**src/rtl/gpio_xbar_pkg.sv**
```systemverilog
// Shared constants for the GPIO crossbar: selector widths and the fixed codes.
package gpio_xbar_pkg;
    localparam int SEL_W     = 8;   // byte-wide selector field
    localparam int OE_W      = 6;   // stored width of an output-enable selector
    localparam int CODE_BASE = 2;   // first code that names a real source
    localparam logic [SEL_W-1:0] SEL_LOW  = 8'd0;
    localparam logic [SEL_W-1:0] SEL_HIGH = 8'd1;
    localparam logic [OE_W-1:0]  OE_DRIVE = 6'd0;
    localparam logic [OE_W-1:0]  OE_FLOAT = 6'd1;
endpackage

```
**src/rtl/xbar_pad_sync.sv**
```systemverilog
// Two-flop synchronizer for the pad input levels.
// Assumes pad levels are asynchronous to clk; reset clears both stages.
module xbar_pad_sync #(
    parameter int N = 8
) (
    input  logic         clk,
    input  logic         rst_n,
    input  logic [N-1:0] d,
    output logic [N-1:0] q
);
    logic [N-1:0] meta;

    // Two capture stages; q is the second stage.
    always_ff @(posedge clk) begin
        if (!rst_n) begin
            meta <= '0;
            q    <= '0;
        end else begin
            meta <= d;
            q    <= meta;
        end
    end

    // output equals the input seen two edges earlier once out of reset
    p_sync_latency_r6: assert property (@(posedge clk) disable iff (!rst_n)
        ($past(rst_n) && $past(rst_n, 2)) |-> (q == $past(d, 2)));
endmodule

```
**src/rtl/xbar_cfg_regs.sv**
```systemverilog
// Selector register file for the GPIO crossbar.
// Holds the output-value, output-enable and peripheral-input selectors,
// packed four per 32-bit word. Byte enables gate each lane. Reads are
// combinational from reg_addr. The status word returns the synchronized pad levels.
module xbar_cfg_regs
    import gpio_xbar_pkg::*;
#(
    parameter int N_PADS = 8,
    parameter int N_PIN  = 8,
    parameter int ADDR_W = 4
) (
    input  logic                          clk,
    input  logic                          rst_n,
    input  logic                          reg_we,
    input  logic [ADDR_W-1:0]             reg_addr,
    input  logic [3:0]                    reg_be,
    input  logic [31:0]                   reg_wdata,
    input  logic [N_PADS-1:0]             pad_lvl,
    output logic [31:0]                   reg_rdata,
    output logic [N_PADS-1:0][SEL_W-1:0]  out_sel,
    output logic [N_PADS-1:0][OE_W-1:0]   oe_sel,
    output logic [N_PIN-1:0][SEL_W-1:0]   in_sel
);
    localparam int PAD_WORDS = (N_PADS + 3) / 4;
    localparam int PIN_WORDS = (N_PIN + 3) / 4;
    localparam int OUT_BASE  = 0;
    localparam int OE_BASE   = OUT_BASE + PAD_WORDS;
    localparam int IN_BASE   = OE_BASE + PAD_WORDS;
    localparam int STAT_BASE = IN_BASE + PIN_WORDS;

    // Lane-gated selector updates; reset puts every selector at its safe code.
    always_ff @(posedge clk) begin
        if (!rst_n) begin
            for (int i = 0; i < N_PADS; i++) begin
                out_sel[i] <= SEL_LOW;
                oe_sel[i]  <= OE_FLOAT;
            end
            for (int j = 0; j < N_PIN; j++) in_sel[j] <= SEL_LOW;
        end else if (reg_we) begin
            for (int i = 0; i < N_PADS; i++) begin
                if (reg_addr == ADDR_W'(OUT_BASE + i / 4) && reg_be[i % 4])
                    out_sel[i] <= reg_wdata[8*(i % 4) +: SEL_W];
                if (reg_addr == ADDR_W'(OE_BASE + i / 4) && reg_be[i % 4])
                    oe_sel[i] <= reg_wdata[8*(i % 4) +: OE_W];
            end
            for (int j = 0; j < N_PIN; j++)
                if (reg_addr == ADDR_W'(IN_BASE + j / 4) && reg_be[j % 4])
                    in_sel[j] <= reg_wdata[8*(j % 4) +: SEL_W];
        end
    end

    // Read mux: selector fields in their lanes, pad levels in the status words.
    always_comb begin
        reg_rdata = '0;
        for (int i = 0; i < N_PADS; i++) begin
            if (reg_addr == ADDR_W'(OUT_BASE + i / 4))
                reg_rdata[8*(i % 4) +: 8] = out_sel[i];
            if (reg_addr == ADDR_W'(OE_BASE + i / 4))
                reg_rdata[8*(i % 4) +: 8] = {2'b00, oe_sel[i]};
            if (reg_addr == ADDR_W'(STAT_BASE + i / 32))
                reg_rdata[i % 32] = pad_lvl[i];
        end
        for (int j = 0; j < N_PIN; j++)
            if (reg_addr == ADDR_W'(IN_BASE + j / 4))
                reg_rdata[8*(j % 4) +: 8] = in_sel[j];
    end

    // without an enabled lane write, no selector changes
    p_cfg_hold_r5: assert property (@(posedge clk) disable iff (!rst_n)
        !(reg_we && (|reg_be)) |=> ($stable(out_sel) && $stable(oe_sel) && $stable(in_sel)));
endmodule

```
**src/rtl/gpio_xbar.sv**
```systemverilog
// GPIO signal crossbar top.
// Decodes each pad's output-value and output-enable selector and each
// peripheral input's pad selector into plain muxes. Codes 0 and 1 are
// constants, 2+k names source k, and out-of-range codes fall back to the safe value.
// Assumes the parameters keep all codes inside their field widths.
module gpio_xbar
    import gpio_xbar_pkg::*;
#(
    parameter int N_PADS = 8,
    parameter int N_POUT = 16,
    parameter int N_POEN = 16,
    parameter int N_PIN  = 8,
    parameter int ADDR_W = 4
) (
    input  logic              clk,
    input  logic              rst_n,
    input  logic              reg_we,
    input  logic [ADDR_W-1:0] reg_addr,
    input  logic [3:0]        reg_be,
    input  logic [31:0]       reg_wdata,
    output logic [31:0]       reg_rdata,
    input  logic [N_POUT-1:0] periph_out,
    input  logic [N_POEN-1:0] periph_oen,
    output logic [N_PIN-1:0]  periph_in,
    input  logic [N_PADS-1:0] pad_in,
    output logic [N_PADS-1:0] pad_out,
    output logic [N_PADS-1:0] pad_oe
);
    logic [N_PADS-1:0][SEL_W-1:0] out_sel;
    logic [N_PADS-1:0][OE_W-1:0]  oe_sel;
    logic [N_PIN-1:0][SEL_W-1:0]  in_sel;
    logic [N_PADS-1:0]            pad_sync;

    xbar_pad_sync #(.N(N_PADS)) u_sync (
        .clk(clk), .rst_n(rst_n), .d(pad_in), .q(pad_sync)
    );

    xbar_cfg_regs #(.N_PADS(N_PADS), .N_PIN(N_PIN), .ADDR_W(ADDR_W)) u_regs (
        .clk(clk), .rst_n(rst_n), .reg_we(reg_we), .reg_addr(reg_addr),
        .reg_be(reg_be), .reg_wdata(reg_wdata), .pad_lvl(pad_sync),
        .reg_rdata(reg_rdata), .out_sel(out_sel), .oe_sel(oe_sel), .in_sel(in_sel)
    );

    for (genvar p = 0; p < N_PADS; p++) begin : g_pad
        logic oen_n;

        // Output value: constants, then peripheral sources, else low.
        always_comb begin
            pad_out[p] = (out_sel[p] == SEL_HIGH);
            for (int k = 0; k < N_POUT; k++)
                if (out_sel[p] == SEL_W'(k + CODE_BASE)) pad_out[p] = periph_out[k];
        end

        // Active-low enable: drive code, peripheral enables, else released.
        always_comb begin
            oen_n = (oe_sel[p] != OE_DRIVE);
            for (int k = 0; k < N_POEN; k++)
                if (oe_sel[p] == OE_W'(k + CODE_BASE)) oen_n = periph_oen[k];
        end
        assign pad_oe[p] = ~oen_n;

        // the constant-high code always drives a 1
        p_out_high_r2: assert property (@(posedge clk) disable iff (!rst_n)
            (out_sel[p] == SEL_HIGH) |-> pad_out[p]);
        // the drive code enables the pad
        p_oe_drive_r3: assert property (@(posedge clk) disable iff (!rst_n)
            (oe_sel[p] == OE_DRIVE) |-> pad_oe[p]);
        // codes past the last enable source release the pad
        p_oe_range_r3: assert property (@(posedge clk) disable iff (!rst_n)
            (int'(oe_sel[p]) >= N_POEN + CODE_BASE) |-> !pad_oe[p]);
    end

    for (genvar j = 0; j < N_PIN; j++) begin : g_pin
        // Peripheral input: constants, then synchronized pads, else low.
        always_comb begin
            periph_in[j] = (in_sel[j] == SEL_HIGH);
            for (int p = 0; p < N_PADS; p++)
                if (in_sel[j] == SEL_W'(p + CODE_BASE)) periph_in[j] = pad_sync[p];
        end

        // the constant-low code and out-of-range codes give 0
        p_in_low_r4: assert property (@(posedge clk) disable iff (!rst_n)
            ((in_sel[j] == SEL_LOW) || (int'(in_sel[j]) >= N_PADS + CODE_BASE)) |-> !periph_in[j]);
    end

    // the cycle after reset no pad is driven and all peripheral inputs are low
    p_reset_safe_r1: assert property (@(posedge clk) disable iff (!rst_n)
        $past(!rst_n) |-> (pad_oe == '0 && periph_in == '0 && pad_out == '0));
endmodule

```
**config.mk**
```make
export PLATFORM = sky130hd
export DESIGN_NAME = gpio_xbar
export DESIGN_NICKNAME = d
export VERILOG_FILES = /design/src/rtl/gpio_xbar_pkg.sv /design/src/rtl/xbar_pad_sync.sv /design/src/rtl/xbar_cfg_regs.sv /design/src/rtl/gpio_xbar.sv
export SDC_FILE = /design/constraint.sdc
export NUM_CORES = 1
export LEC_CHECK = 0
export ABC_AREA = 1
export BUFFER_PORTS_ARGS = -buffer_cell sky130_fd_sc_hd__buf_2
export CORE_UTILIZATION = 35
export CTS_BUF_LIST = sky130_fd_sc_hd__clkbuf_8
export CTS_CLUSTER_DIAMETER = 120
export DETAILED_ROUTE_END_ITERATION = 8
export SLEW_MARGIN = 20
export SYNTH_ARGS = -nofsm -noshare
export SYNTH_HDL_FRONTEND = slang
export SYNTH_SLANG_ARGS = --single-unit
```
**constraint.sdc**
```tcl
create_clock -name clk -period 1.7 [get_ports clk]
set_clock_uncertainty 0.05 [all_clocks]
set_input_delay 0.255 -clock clk [delete_from_list [all_inputs] [get_ports clk]]
set_output_delay 0.255 -clock clk [all_outputs]
set_load 0.02 [all_outputs]
```
After elaboration in Yosys (flattened, before gate mapping):

Index checks and enable logic that the tools add are counted.

* register bits after elaboration: 192
* input port bits: 83

* equal/unequal tests: 342
* mux-type cells: 352
* bitwise logic cells: 8
* reduce and logical (&&, ||, !) cells: 57

Operator list (count)
* equality test 8 x 4 -> 1 bit (second input constant): 80
* equality test 8 x 3 -> 1 bit (second input constant): 64
* equality test 6 x 4 -> 1 bit (second input constant): 64
* 2-to-1 mux 1 bit: 328
* equality test 8 x 2 -> 1 bit (second input constant): 32
* equality test 6 x 3 -> 1 bit (second input constant): 32
* 2-to-1 mux 8 bit: 24
* equality test 8 x 1 -> 1 bit (second input constant): 16
* equality test 8 x 5 -> 1 bit (second input constant): 16
* equality test 6 x 2 -> 1 bit (second input constant): 16
* equality test 6 x 5 -> 1 bit (second input constant): 16
* AND reduction 2 bit: 24
* nonzero test 6 bit: 8
* logical AND 1 bit: 24
* equality test 4 x 3 -> 1 bit (second input constant): 3
* equality test 4 x 2 -> 1 bit (second input constant): 2
* inverter 1 bit: 8
* equality test 4 x 1 -> 1 bit (second input constant): 1
* zero test 4 bit: 1

Logic depth before layout (Yosys ltp):

* depth in word-level cells: 18
* mapped depth: 12

Cells and area by module:

Synthesis repeated with hierarchy kept, for this count alone.

* cell total of the unflattened synthesis: 2024
* area total of the unflattened synthesis: 12330.6 µm²

By module, submodules not included
* xbar_cfg_regs: instances 1, cells an instance 1088, area each 7634.8 µm²
* gpio_xbar: instances 1, cells an instance 886, area each 4211.5 µm²
* xbar_pad_sync: instances 1, cells an instance 50, area each 484.2 µm²

Worst setup path after synthesis:

No wires, ideal clock.

* kind: register -> output
* start: register u_sync.q[6]
* end: output port periph_in[0]
* arrival: 1.881 ns
* required time: 1.395 ns
* setup slack: -0.486 ns
* cell stages (with the launch flop): 6
* path buffers: 1
* path through: dfxtp_1 clkbuf_1 o211ai_1 o21ai_0 inv_1 a2111oi_0

* longest elaborated chain between the ends: 2

Ends and longest elaborated chain
* start: declaration: RTL line xbar_pad_sync.sv:9 `output logic [N-1:0] q`
* start signal: assignment: RTL line xbar_pad_sync.sv:20 `q <= meta;`
* 2-to-1 mux 1 bit (2 in a row): RTL line gpio_xbar.sv:78 `if (in_sel[j] == SEL_W'(p + CODE_BASE)) periph_in[j] = pad_sync[p];`
* end: declaration: RTL line gpio_xbar.sv:24 `output logic [N_PIN-1:0] periph_in,`

No other way between the ends.

Worst setup path in the final report:

* start: register u_regs.out_sel[39] (netlist name)
* end: output port pad_out[4]

* longest elaborated chain between the ends: 17

Ends and longest elaborated chain
* start: declaration: RTL line xbar_cfg_regs.sv:20 `output logic [N_PADS-1:0][SEL_W-1:0] out_sel,`
* start signal: indexed assignment: RTL line xbar_cfg_regs.sv:42 `out_sel[i] <= reg_wdata[8*(i % 4) +: SEL_W];`
* equality test 8 x 1 -> 1 bit or equality test 8 x 2 -> 1 bit (tied branches): RTL line gpio_xbar.sv:49, gpio_xbar.sv:51
* 2-to-1 mux 1 bit (15 in a row): RTL line gpio_xbar.sv:51 `if (out_sel[p] == SEL_W'(k + CODE_BASE)) pad_out[p] = periph_out[k];`
* 2-to-1 mux 1 bit (*): RTL line gpio_xbar.sv:51
* end: declaration: RTL line gpio_xbar.sv:26 `output logic [N_PADS-1:0] pad_out,`

Mark *: on every way between the ends. The rest lies on a longest branch, timed or not.

==> results.sh <==
export IMPL_grt_pass1_wl_um=79800
export IMPL_drc=0
export IMPL_syn_nets=1880
export IMPL_drt_first_pass_iters=8
export IMPL_worstSkewPairLatency_ns=0.49
export IMPL_hold_class="input port to flop"
export IMPL_ys_ff_latch=192
export IMPL_critPathMaxStageDelay_ns=0.36
export IMPL_hold_slack_ns=0.0496
export IMPL_max_freq_mhz=447
export IMPL_synth_seq_area_share=0.330
export IMPL_hold_viol=0
export IMPL_core_area_um2=32600
export IMPL_grtUsageTotal=0.312
export IMPL_syn_to_final_growth_pct=53.8
export IMPL_num_antenna_cells=0
export IMPL_top_usage_layer="met2"
export IMPL_p_leak_nw=7.47
export IMPL_htree_levels=4
export IMPL_synthArstFlopShare=0
export IMPL_boundaryPins=139
export IMPL_relSlewSlack=0.591
export IMPL_use_met1=0.426
export IMPL_crit_chain="nor2_4 -> nand3_4 -> nor2_4 -> nand3_2 -> nand4_1 -> nand4_1 -> nor2_1 -> nand4_1 -> buf_4"
export IMPL_grt_max_degree=111
export IMPL_hpwl_um=41300
export IMPL_slew_violations=0
export IMPL_cts_tree="built"
export IMPL_postSynthCellCount=1797
export IMPL_final_area_um2=17900
export IMPL_place_ws_ns=-0.376
export IMPL_path_class="flop to output port"
export IMPL_failed_checks="setup timing"
export IMPL_routed_wl_um=54000
export IMPL_initial_core_util=0.357
export IMPL_worstPathArrival_ns=1.93
export IMPL_antenna_found_initial=0
export IMPL_root_buffer="clkbuf_8"
export IMPL_nets=2325
export IMPL_max_vdd_ir_drop_mv=0.534
export IMPL_rsz0062_at_grt="true"
export IMPL_cts_sinks=192
export IMPL_drtAntennaViolNets=0
export IMPL_cp_end_kind="output port"
export IMPL_routedWlPerCell_um=20.0
export IMPL_final_layout_size_suffix_gt1_frac=0.411
export IMPL_drv_cap=0
export IMPL_met2_usage=0.495
export IMPL_outcome="finished, violations left"
export IMPL_nFillCells=3094
export IMPL_grt_pass1_vias=13690
export IMPL_crit_slowest_cell="dfxtp_2"
export IMPL_routed_via_count=15033
export IMPL_worst_slew_pin_slew_ns=0.613
export IMPL_period_share=1.32
export IMPL_tns_ns=-17.71
export IMPL_cts_buffers=17
export IMPL_ys_flop_type="dfxtp_1"
export IMPL_synth_edf_count=0
export IMPL_die_area_um2=34000
export IMPL_use_met3=0.0421
export IMPL_netlist_area_um2=11600
export IMPL_power_density_nw_per_um2=523
export IMPL_yosysWarnings=0
export IMPL_cpMostUsedCell="nand4_1"
export IMPL_setup_ws_ns=-0.539
export IMPL_p_total_mw=9.37
export IMPL_rows=66
export IMPL_synth_cell_types=37
export IMPL_final_common_cell="buf_4"
export IMPL_worstPathMaxFanout=2
export IMPL_fin_crit_ns=2.24
export IMPL_place_area_um2=15000
export IMPL_finalSetupViolations=54
export IMPL_grt_ovfl_total=0
export IMPL_portBuffers=138
export IMPL_crit_path_start_kind="flop"
export IMPL_clkTransAtPathRegs_ns=0.13
export IMPL_die_w_um=184
export IMPL_avgSynthCellArea_um2=6.48
export IMPL_globalplace_congestion=1.00
export IMPL_die_y_um=184
export IMPL_cts_buffer_depth=2
export IMPL_vias_per_cell=5.57
export IMPL_required_ns=1.39
export IMPL_drt_iter0_markers=1372
export IMPL_final_cell_mix="buf_4 (302), nand2_1 (218), o21ai_0 (211)"
## timing repair
| item | CTS | global route |
|---|---|---|
| gates cloned | 0 | 1 |
| hold endpoints to repair | 8 | 0 |
| pin swaps | 84 | 84 |
| hold buffers | 8 | 0 |
| buffers inserted | 42 | 40 |
| setup endpoints to repair | 56 | 56 |
| resized for setup | 471 | 209 |
## worst max-delay path, delay by kind of cell (launching register included)
family	cells	cell delay [ns]
buffers and inverters	1	0.20
flip-flops	1	0.36
AND/OR/NAND/NOR	8	0.91
## cell families after synthesis
kind of cell / after synthesis / share of synthesized area
AOI/OAI and AO/OA: 625 / 0.305
buffers and inverters: 367 / 0.127
DFF: 192 / 0.330
and+or+nand+nor: 613 / 0.238
## metal layers
layer	vias to the layer above	wire (um)
met3	96	4260
li1	7156	-
met4	0	1940
met5	-	0
met1	7099	23400
met2	682	24400
## per-stage QoR
step | utilization | cells
6_report | 0.549 | 2697
5_1_grt | 0.549 | 2697
4_1_cts | 0.520 | 2667
3_5_place_dp | 0.461 | 2606
3_3_place_gp | 0.461 | 2606
2_1_floorplan | - | 1797
## synthesized netlist by cell type, types with 11 or more instances
cell	n	area, um2
a21oi_1	224	1120
buf_2	34	170
clkbuf_1	29	109
dfxtp_1	192	3840
inv_1	279	1050
inv_2	11	41.3
nand2_1	241	905
nand3_1	148	741
nand4_1	67	419
nor2_1	102	383
nor3_1	23	115
o2111ai_1	14	123
o211ai_1	39	293
o21ai_0	254	1270
o22ai_1	33	206
## report_power, final
group          switching (mW)  total, mW  internal [mW]
clock                    2.00       3.16           1.16
sequential             0.0695       4.61           4.54
combinational           0.993       1.59          0.600
total                    3.07       9.37           6.30
## path summary, 6_finish.rpt
kind,from,endpoint,slack [ns],cells past startpoint
max,u_regs.out_sel[39],pad_out[4],-0.54,9
min,reg_wdata[31],u_regs.in_sel[63],0.05,3
max reg2reg,u_regs.oe_sel[6],u_regs.oe_sel[6],0.75,3
min reg2reg,u_sync.meta[4],u_sync.q[4],0.36,2
## sequential cells by signal, indices dropped and copies added (netlist names)
| name | flops |
|---|---|
| u_sync.q | 8 |
| u_regs.out_sel | 64 |
| u_regs.oe_sel | 48 |
| u_sync.meta | 8 |
| u_regs.in_sel | 64 |
## cell type report
cell class / count / area [um2] / share of cell area
repair buffers: 503 / 4170 / 0.233
well taps: 442 / 553 / 0.0309
clock inverters: 14 / 165 / 0.00923
clock buffers: 18 / 248 / 0.0138
inverters: 290 / 1190 / 0.0665
flip-flops and latches: 192 / 4030 / 0.225
multi-input cells: 1238 / 7540 / 0.421
Note: power is estimated with default switching activity, not from simulation.
